--- src/rtl/lt_pkg.sv ---
package lt_pkg;
  typedef enum logic [1:0] {
    ST_HOLD = 2'd0,
    ST_LOAD = 2'd1,
    ST_DEC  = 2'd2
  } step_e;

  // Selects the counter action for one clock.
  function automatic step_e pick_step(input logic start, input logic active,
                                      input logic at_zero);
    if (start)                  return ST_LOAD;
    else if (active && !at_zero) return ST_DEC;
    else                        return ST_HOLD;
  endfunction
endpackage

--- src/rtl/lt_own_detect.sv ---
module lt_own_detect (
  input  logic clk,
  input  logic rst_n,
  input  logic bus_grant,
  input  logic xact_active,
  output logic own_start
);
  logic active_q;

  always_ff @(posedge clk) begin
    if (!rst_n) active_q <= 1'b0;
    else        active_q <= xact_active;
  end

  // A granted transaction that was not running last cycle begins ownership.
  assign own_start = xact_active && !active_q && bus_grant;
endmodule

--- src/rtl/lt_countdown.sv ---
module lt_countdown #(
  parameter int W = 8
) (
  input  logic         clk,
  input  logic         rst_n,
  input  logic         own_start,
  input  logic         xact_active,
  input  logic [W-1:0] limit,
  output logic [W-1:0] count_q,
  output logic         expired_q
);
  import lt_pkg::*;

  localparam logic [W-1:0] ONE = W'(1);

  function automatic logic [W-1:0] dec_count(input logic [W-1:0] v);
    return v - ONE;
  endfunction

  function automatic logic hits_zero(input logic [W-1:0] v);
    return v == ONE;
  endfunction

  step_e step;
  assign step = pick_step(own_start, xact_active, count_q == '0);

  always_ff @(posedge clk) begin
    if (!rst_n) begin
      count_q   <= '0;
      expired_q <= 1'b0;
    end else begin
      case (step)
        ST_LOAD: begin
          count_q   <= limit;
          expired_q <= (limit == '0);
        end
        ST_DEC: begin
          count_q <= dec_count(count_q);
          if (hits_zero(count_q)) expired_q <= 1'b1;
        end
        default: ;
      endcase
    end
  end
endmodule

--- src/rtl/lt_release.sv ---
module lt_release (
  input  logic expired,
  input  logic bus_grant,
  input  logic xact_active,
  input  logic others_waiting,
  output logic release_req,
  output logic rerequest
);
  assign release_req = expired && xact_active && !bus_grant;
  assign rerequest   = release_req && !others_waiting;
endmodule

--- src/rtl/own_latency_timer.sv ---
module own_latency_timer #(
  parameter int W = 8
) (
  input  logic         clk,
  input  logic         rst_n,
  input  logic [W-1:0] cfg_limit,
  input  logic         bus_grant,
  input  logic         xact_active,
  input  logic         others_waiting,
  output logic         expired,
  output logic         release_req,
  output logic         rerequest
);
  logic         own_start;
  logic [W-1:0] count_q;

  lt_own_detect u_detect (
    .clk(clk), .rst_n(rst_n), .bus_grant(bus_grant),
    .xact_active(xact_active), .own_start(own_start)
  );

  lt_countdown #(.W(W)) u_count (
    .clk(clk), .rst_n(rst_n), .own_start(own_start),
    .xact_active(xact_active), .limit(cfg_limit),
    .count_q(count_q), .expired_q(expired)
  );

  lt_release u_rel (
    .expired(expired), .bus_grant(bus_grant), .xact_active(xact_active),
    .others_waiting(others_waiting), .release_req(release_req),
    .rerequest(rerequest)
  );
endmodule

--- config.mk ---
export PLATFORM = sky130hd
export DESIGN_NAME = own_latency_timer
export DESIGN_NICKNAME = d
export VERILOG_FILES = /design/src/rtl/lt_pkg.sv /design/src/rtl/lt_own_detect.sv /design/src/rtl/lt_countdown.sv /design/src/rtl/lt_release.sv /design/src/rtl/own_latency_timer.sv
export SDC_FILE = /design/constraint.sdc
export NUM_CORES = 1
export LEC_CHECK = 0
export BUFFER_PORTS_ARGS = -buffer_cell sky130_fd_sc_hd__clkbuf_2
export CORE_MARGIN = 2
export CORE_UTILIZATION = 30
export CTS_BUF_LIST = sky130_fd_sc_hd__clkbuf_4 sky130_fd_sc_hd__clkbuf_8
export CTS_CLUSTER_SIZE = 28
export DETAILED_ROUTE_END_ITERATION = 10
export GPL_TIMING_DRIVEN = 0
export PLACE_DENSITY_LB_ADDON = 0.1
export SLEW_MARGIN = 0
export SYNTH_ARGS = -nofsm -noshare
export SYNTH_HDL_FRONTEND = slang
export SYNTH_SLANG_ARGS = --single-unit
--- constraint.sdc ---
create_clock -name clk -period 2.25 [get_ports clk]
set_input_delay 0.225 -clock clk [delete_from_list [all_inputs] [get_ports clk]]
set_output_delay 0.225 -clock clk [all_outputs]
set_load 0.05 [all_outputs]
# After elaboration in Yosys (flattened, before gate mapping)
# Index checks and enable logic that the tools add are counted.
dict set report totals {
  inputBits 13
  output_inout_bits 3
  word_cells 27
  romBits 0
  latchBits 0
  ram_bits 0
  ff_bits 10
  mem_count 0
}
dict set report classes {
  muxes 5
  order_cmp 0
  n_div 0
  bitwise 0
  n_addsub 1
  eq_ne 4
  n_reduce_logical 14
  shifts 0
  multipliers 0
}
# operator count
set ops {}
lappend ops {{8-bit logical NOT} 2}
lappend ops {{8-bit one-hot mux with 2 select lines} 1}
lappend ops {{8-bit by 1-bit == test with 1-bit output (second input constant)} 1}
lappend ops {{8-bit by 1-bit subtractor with 8-bit output (second input constant)} 1}
lappend ops {{1-bit logical AND} 6}
lappend ops {{1-bit logical NOT} 4}
lappend ops {{2-bit 2-to-1 mux} 2}
lappend ops {{2-bit by 1-bit == test with 1-bit output (second input constant)} 1}
lappend ops {{2-bit == test (second input constant)} 1}
lappend ops {{2-bit by 1-bit inequality test with 1-bit output (second input constant)} 1}
lappend ops {{1-bit one-hot mux with 2 select lines} 1}
lappend ops {{2-bit AND reduction} 1}
lappend ops {{2-bit nonzero test} 1}
lappend ops {{1-bit 2-to-1 mux} 1}

# Longest topological paths before layout
dict set report logic_depth {
  depth_word 8
  mapped_depth 6
  depth_no_buf 6
}

# Hierarchy
# From an unflattened synthesis, not the netlist that was laid out.
dict set report unflattened {
  cells_unflattened 77
  hier_area_um2 663.1
}
# module n_inst area_each_um2 cells_per_inst seq_area_each_um2
set by_module_without_submodules {}
lappend by_module_without_submodules {lt_countdown 1 605.6 72 180.2}
lappend by_module_without_submodules {lt_own_detect 1 35.0 3 20.0}
lappend by_module_without_submodules {lt_release 1 22.5 2 0.0}

# Worst setup path before layout
# Ideal clock, no wire load.
dict set report synth_timing {
  kind {reg2out}
  from {register u_count.expired_q}
  to {output port rerequest}
  arrival_ps 1837
  path_buffers 0
  slack_ps 188
  t_required_ps 2025
  stages_incl_launch_ff 3
  path_cell_list {dfxtp_1 -> nand2_1 -> nor3_1}
}
dict set report synth_between {
  elab_chain_cells 3
}
# item line_no
set synth_lines {}
lappend synth_lines {{start: declaration} lt_countdown.sv:10} ;# output logic expired_q
lappend synth_lines {{start signal: assignment} lt_countdown.sv:35} ;# expired_q <= (limit == '0);
lappend synth_lines {{1-bit logical AND (2 in series)} lt_release.sv:9} ;# assign release_req = expired && xact_active && !bus_grant;
lappend synth_lines {{1-bit logical AND} lt_release.sv:10} ;# assign rerequest = release_req && !others_waiting;
lappend synth_lines {{end: declaration} own_latency_timer.sv:12} ;# output logic rerequest
# No other way between the ends.

# Worst setup path in the final report
dict set report layout_timing {
  from {register u_count.count_q[1]}
  to {register u_count.count_q[1]}
}
dict set report layout_between {
  elab_chain_cells 7
  elab_cells_between_ends 10
  cone_classes {1 x add/sub; 2 x eq/ne; 3 x mux; 4 x reduce/logical}
}
# item line_no
set layout_lines {}
lappend layout_lines {{start: declaration} lt_countdown.sv:9} ;# output logic [W-1:0] count_q,
lappend layout_lines {{start signal: assignment} lt_countdown.sv:34} ;# count_q <= limit;
lappend layout_lines {{start signal: assignment} lt_countdown.sv:38} ;# count_q <= dec_count(count_q);
lappend layout_lines {{8-bit logical NOT} lt_countdown.sv:25} ;# assign step = pick_step(own_start, xact_active, count_q == '0);
lappend layout_lines {{1-bit logical NOT} lt_pkg.sv:12} ;# else if (active && !at_zero) return ST_DEC;
lappend layout_lines {{1-bit logical AND} lt_pkg.sv:12}
lappend layout_lines {{2-bit 2-to-1 mux} lt_pkg.sv:12}
lappend layout_lines {{2-bit 2-to-1 mux} lt_pkg.sv:11} ;# if (start) return ST_LOAD;
lappend layout_lines {{2-bit == test or 2-bit by 1-bit == test with 1-bit output (tied branches)} lt_countdown.sv:32} ;# case (step)
lappend layout_lines {{8-bit one-hot mux with 2 select lines or 2-bit nonzero test (tied branches)} --}
# Parallel ways exist; a longest one is shown, timed or not.
# A chain may end at the register's enable or synchronous reset.

==> flow_summary.yaml <==
floorplanning:
  coreArea_mm2: 0.00215
  dieArea_mm2: 0.00262
  fp.dieH_um: 51.2
  num_io_pins: 16
  die_width_um: 51.2
  rows: 17
  initial_core_util_pct: 31.0
sta:
  max_freq_mhz: 537
  fin_crit_ns: 1.86
  finClkSkew_ns: 0.000704
  relSlewSlack_pct: 71.7
  worst_pin_slew_ns: 0.424
  setup_viol: 0
  hold_viol_final: 0
  fin_crit_sh_pct: 82.7
  rsz0062_at_grt: "no"
  tns_ns: 0
  drv_slew: 0
final_layout:
  fin_util_pct: 37.2
  n_antenna_cell: 0
  areaGrowthSynthToFinish_pct: 19.9
  drive_above_1_share_pct: 24.8
  layout.nets: 119
routing:
  avgViaCountPerCell: 5.33
  num_vias: 687
  wirelength_mm: 1.62
  drt-initial-drc-count: 15
  drt_drc_violations_left: 0
  wire_per_inst_um: 12.5
  first_pass_iters: 4
  drtAntennaViolNets: 0
cts:
  clk_latency_ns: 0.26
  cts_buffers: 3
  cts-root-buf: "clkbuf_4"
  post_cts_hold_buffer_count: 0
  post_cts_buffers: 0
  ctsLongestPathBuffers: 2
  cts.sinks: 10
  clkTransAtPathRegs_ns: 0.07
  htreeDepth: 1
  cts_tree: "done"
  cts-resized-gates: 0
worst_setup_path:
  worstPathMaxFanout: 5
  critPathKind: "reg -> reg"
  crit_buf_inv: 1
  critPathCaptureType: "flop"
  startpoint_type: "flop"
  critPathSlowestCell: "dfxtp_1"
  rr_startpoint: "u_count.count_q[1]"
  cp.arrival_ns: 2.02
  worstPathCellList: "inv_1 -> ha_1 -> nor2b_1 -> nand3_2 -> nor4b_1 -> o31a_1"
  crit_path_max_incr_delay_ns: 0.35
  startpoint: "u_count.count_q[1]"
  crit_family: "simple AND/OR/NAND/NOR gates"
  required_ns: 2.40
logic_synthesis:
  synthTopCellsByArea: "dfxtp_1 30%, ha_1 5.6%, a21oi_1 5.3%"
  synth_most_common_cell: "dfxtp_1"
  ys_top_cells_by_count: "10 x dfxtp_1, 7 x a21oi_1, 7 x nor2_1"
  synth_fp_nets: 99
  synth_ff_type: "dfxtp_1"
  synth_seq_cells: 10
  synth_async_sr_flop_share_pct: 0
  synth_cell_type_count: 29
  syn-instance-count: 83
  yosys.area.top_type: "dfxtp_1"
  seq_area_frac_synth_pct: 30.0
  synth_top_area_share_pct: 30.0
  synth_area_um2: 667
  synth_warnings: 0
  synth_edf_count: 0
  syn-mean-instance-area_um2: 8.03
run_status:
  status: "finished clean"
pwr:
  clkPwrFrac_pct: 20.9
  p_comb_share_pct: 38.0
  p_per_area_mw_per_mm2: 737
  worst_ir_drop_vdd_uv: 313
  p_total_w: 0.000589
  power_leakage_nw: 0.319
  internal_power_w: 0.000360
  pwr-share-seq_pct: 41.0
  switching_power_w: 0.000229
  switching_share_pct: 38.9
min_path:
  hold_class: "in -> reg"
  hold_start: "rst_n"
grt:
  grt_pass1_wl_mm: 2.68
  grt_pass1_vias: 586
  grt_max_degree: 11
  antenna_found_initial: 0
  grt_overflow: 0
  grt_usage_pct: 14.2
place:
  gp_congestion: 0.789
  port_buffers: 15
  dp_hpwl_mm: 1.28
run:
  drv_cap: 0
==> cell usage in the layout, fill, tap and decap left out <==
master	instances
a211oi_2	1
a21oi_1	7
a21oi_2	1
a31oi_1	5
and3_1	2
clkbuf_1	2
clkbuf_2	15
clkbuf_4	3
dfxtp_1	10
ha_1	3
inv_1	5
mux2i_1	2
nand2_1	6
nand2b_1	1
nand3_1	3
nand3_2	1
nand4_1	4
nor2_1	7
nor2b_1	2
nor3_1	3
nor3_2	1
nor3_4	1
nor4_1	3
nor4_4	1
nor4b_1	1
o21ai_0	6
o311ai_0	1
o31a_1	1
o31ai_1	1
or3_4	1
xnor2_1	1
==> worst reg2reg max path: cells and delay by family, from the launching register on <==
kind	cells	cell delay (ns)
DFF	1	0.35
buffers and inverters	1	0.15
and+or+nand+nor	3	0.71
adders and majority gates	1	0.25
AOI/OAI and AO/OA	1	0.30
==> cells by family (layout without fill, tap and decap cells) <==
| kind of cell | Yosys count | after routing | synth area share, % |
|---|---|---|---|
| simple gates | 37 | 37 | 34.7 |
| buf+inv | 7 | 25 | 3.94 |
| fa+ha+maj | 3 | 3 | 5.63 |
| xor+xnor | 1 | 1 | 1.31 |
| mux | 2 | 2 | 3.00 |
| compound gates | 23 | 23 | 21.4 |
| flops | 10 | 10 | 30.0 |
==> flip-flops by register name (all words and copies together), names as in the netlist <==
signal,cells
u_count.count_q,8
u_count.expired_q,1
u_detect.active_q,1
==> cell type report <==
| class | count | area [um^2] |
|---|---|---|
| Multi-Input combinational cell | 66 | 440 |
| Buffer | 2 | 7.51 |
| Fill cell | 230 | 1350 |
| Clock buffer | 3 | 22.5 |
| Sequential cell | 10 | 200 |
| Timing Repair Buffer | 15 | 75.1 |
| Tap cell | 28 | 35.0 |
| Inverter | 5 | 18.8 |
==> worst paths after layout <==
kind,end,slack [ns],cells after the start
worst max-delay path,u_count.count_q[1],0.39,6
worst max register to register,u_count.count_q[1],0.39,6
worst min-delay path,u_count.count_q[1],0.25,2
worst min register to register,u_count.count_q[4],0.56,2
==> power by group through the flow <==
stage / combinational (W) / clock [W] / sequential, W
3_5_place_dp: 0.000224 / 0 / 0.000245
4_1_cts: 0.000225 / 0.000126 / 0.000241
5_1_grt: 0.000246 / 0.000139 / 0.000248
2_1_floorplan: 0.000169 / 0 / 0.000241
3_3_place_gp: 0.000224 / 0 / 0.000246
6_report: 0.000224 / 0.000123 / 0.000242
==> stage by stage <==
| stage | hold WS [ns] | cell area (um^2) | setup slack, ns | instances |
|---|---|---|---|---|
| floorplan | 0.353 | 667 | 0.188 | 83 |
| global placement | 0.532 | 777 | 0.385 | 126 |
| detailed placement | 0.528 | 777 | 0.406 | 126 |
| CTS | 0.250 | 800 | 0.389 | 129 |
| global route | 0.261 | 800 | 0.272 | 129 |
| finish | 0.251 | 800 | 0.389 | 129 |
==> routing by layer <==
| layer | vias to the layer above | wire length (um) | GRT usage (%) |
|---|---|---|---|
| met5 | - | 0 | 0 |
| met4 | 0 | 13 | 6.76 |
| met2 | 28 | 742 | 21.0 |
| met1 | 308 | 750 | 19.1 |
| li1 | 349 | - | - |
| met3 | 2 | 111 | 3.51 |
(Power assumes the default switching activity.)
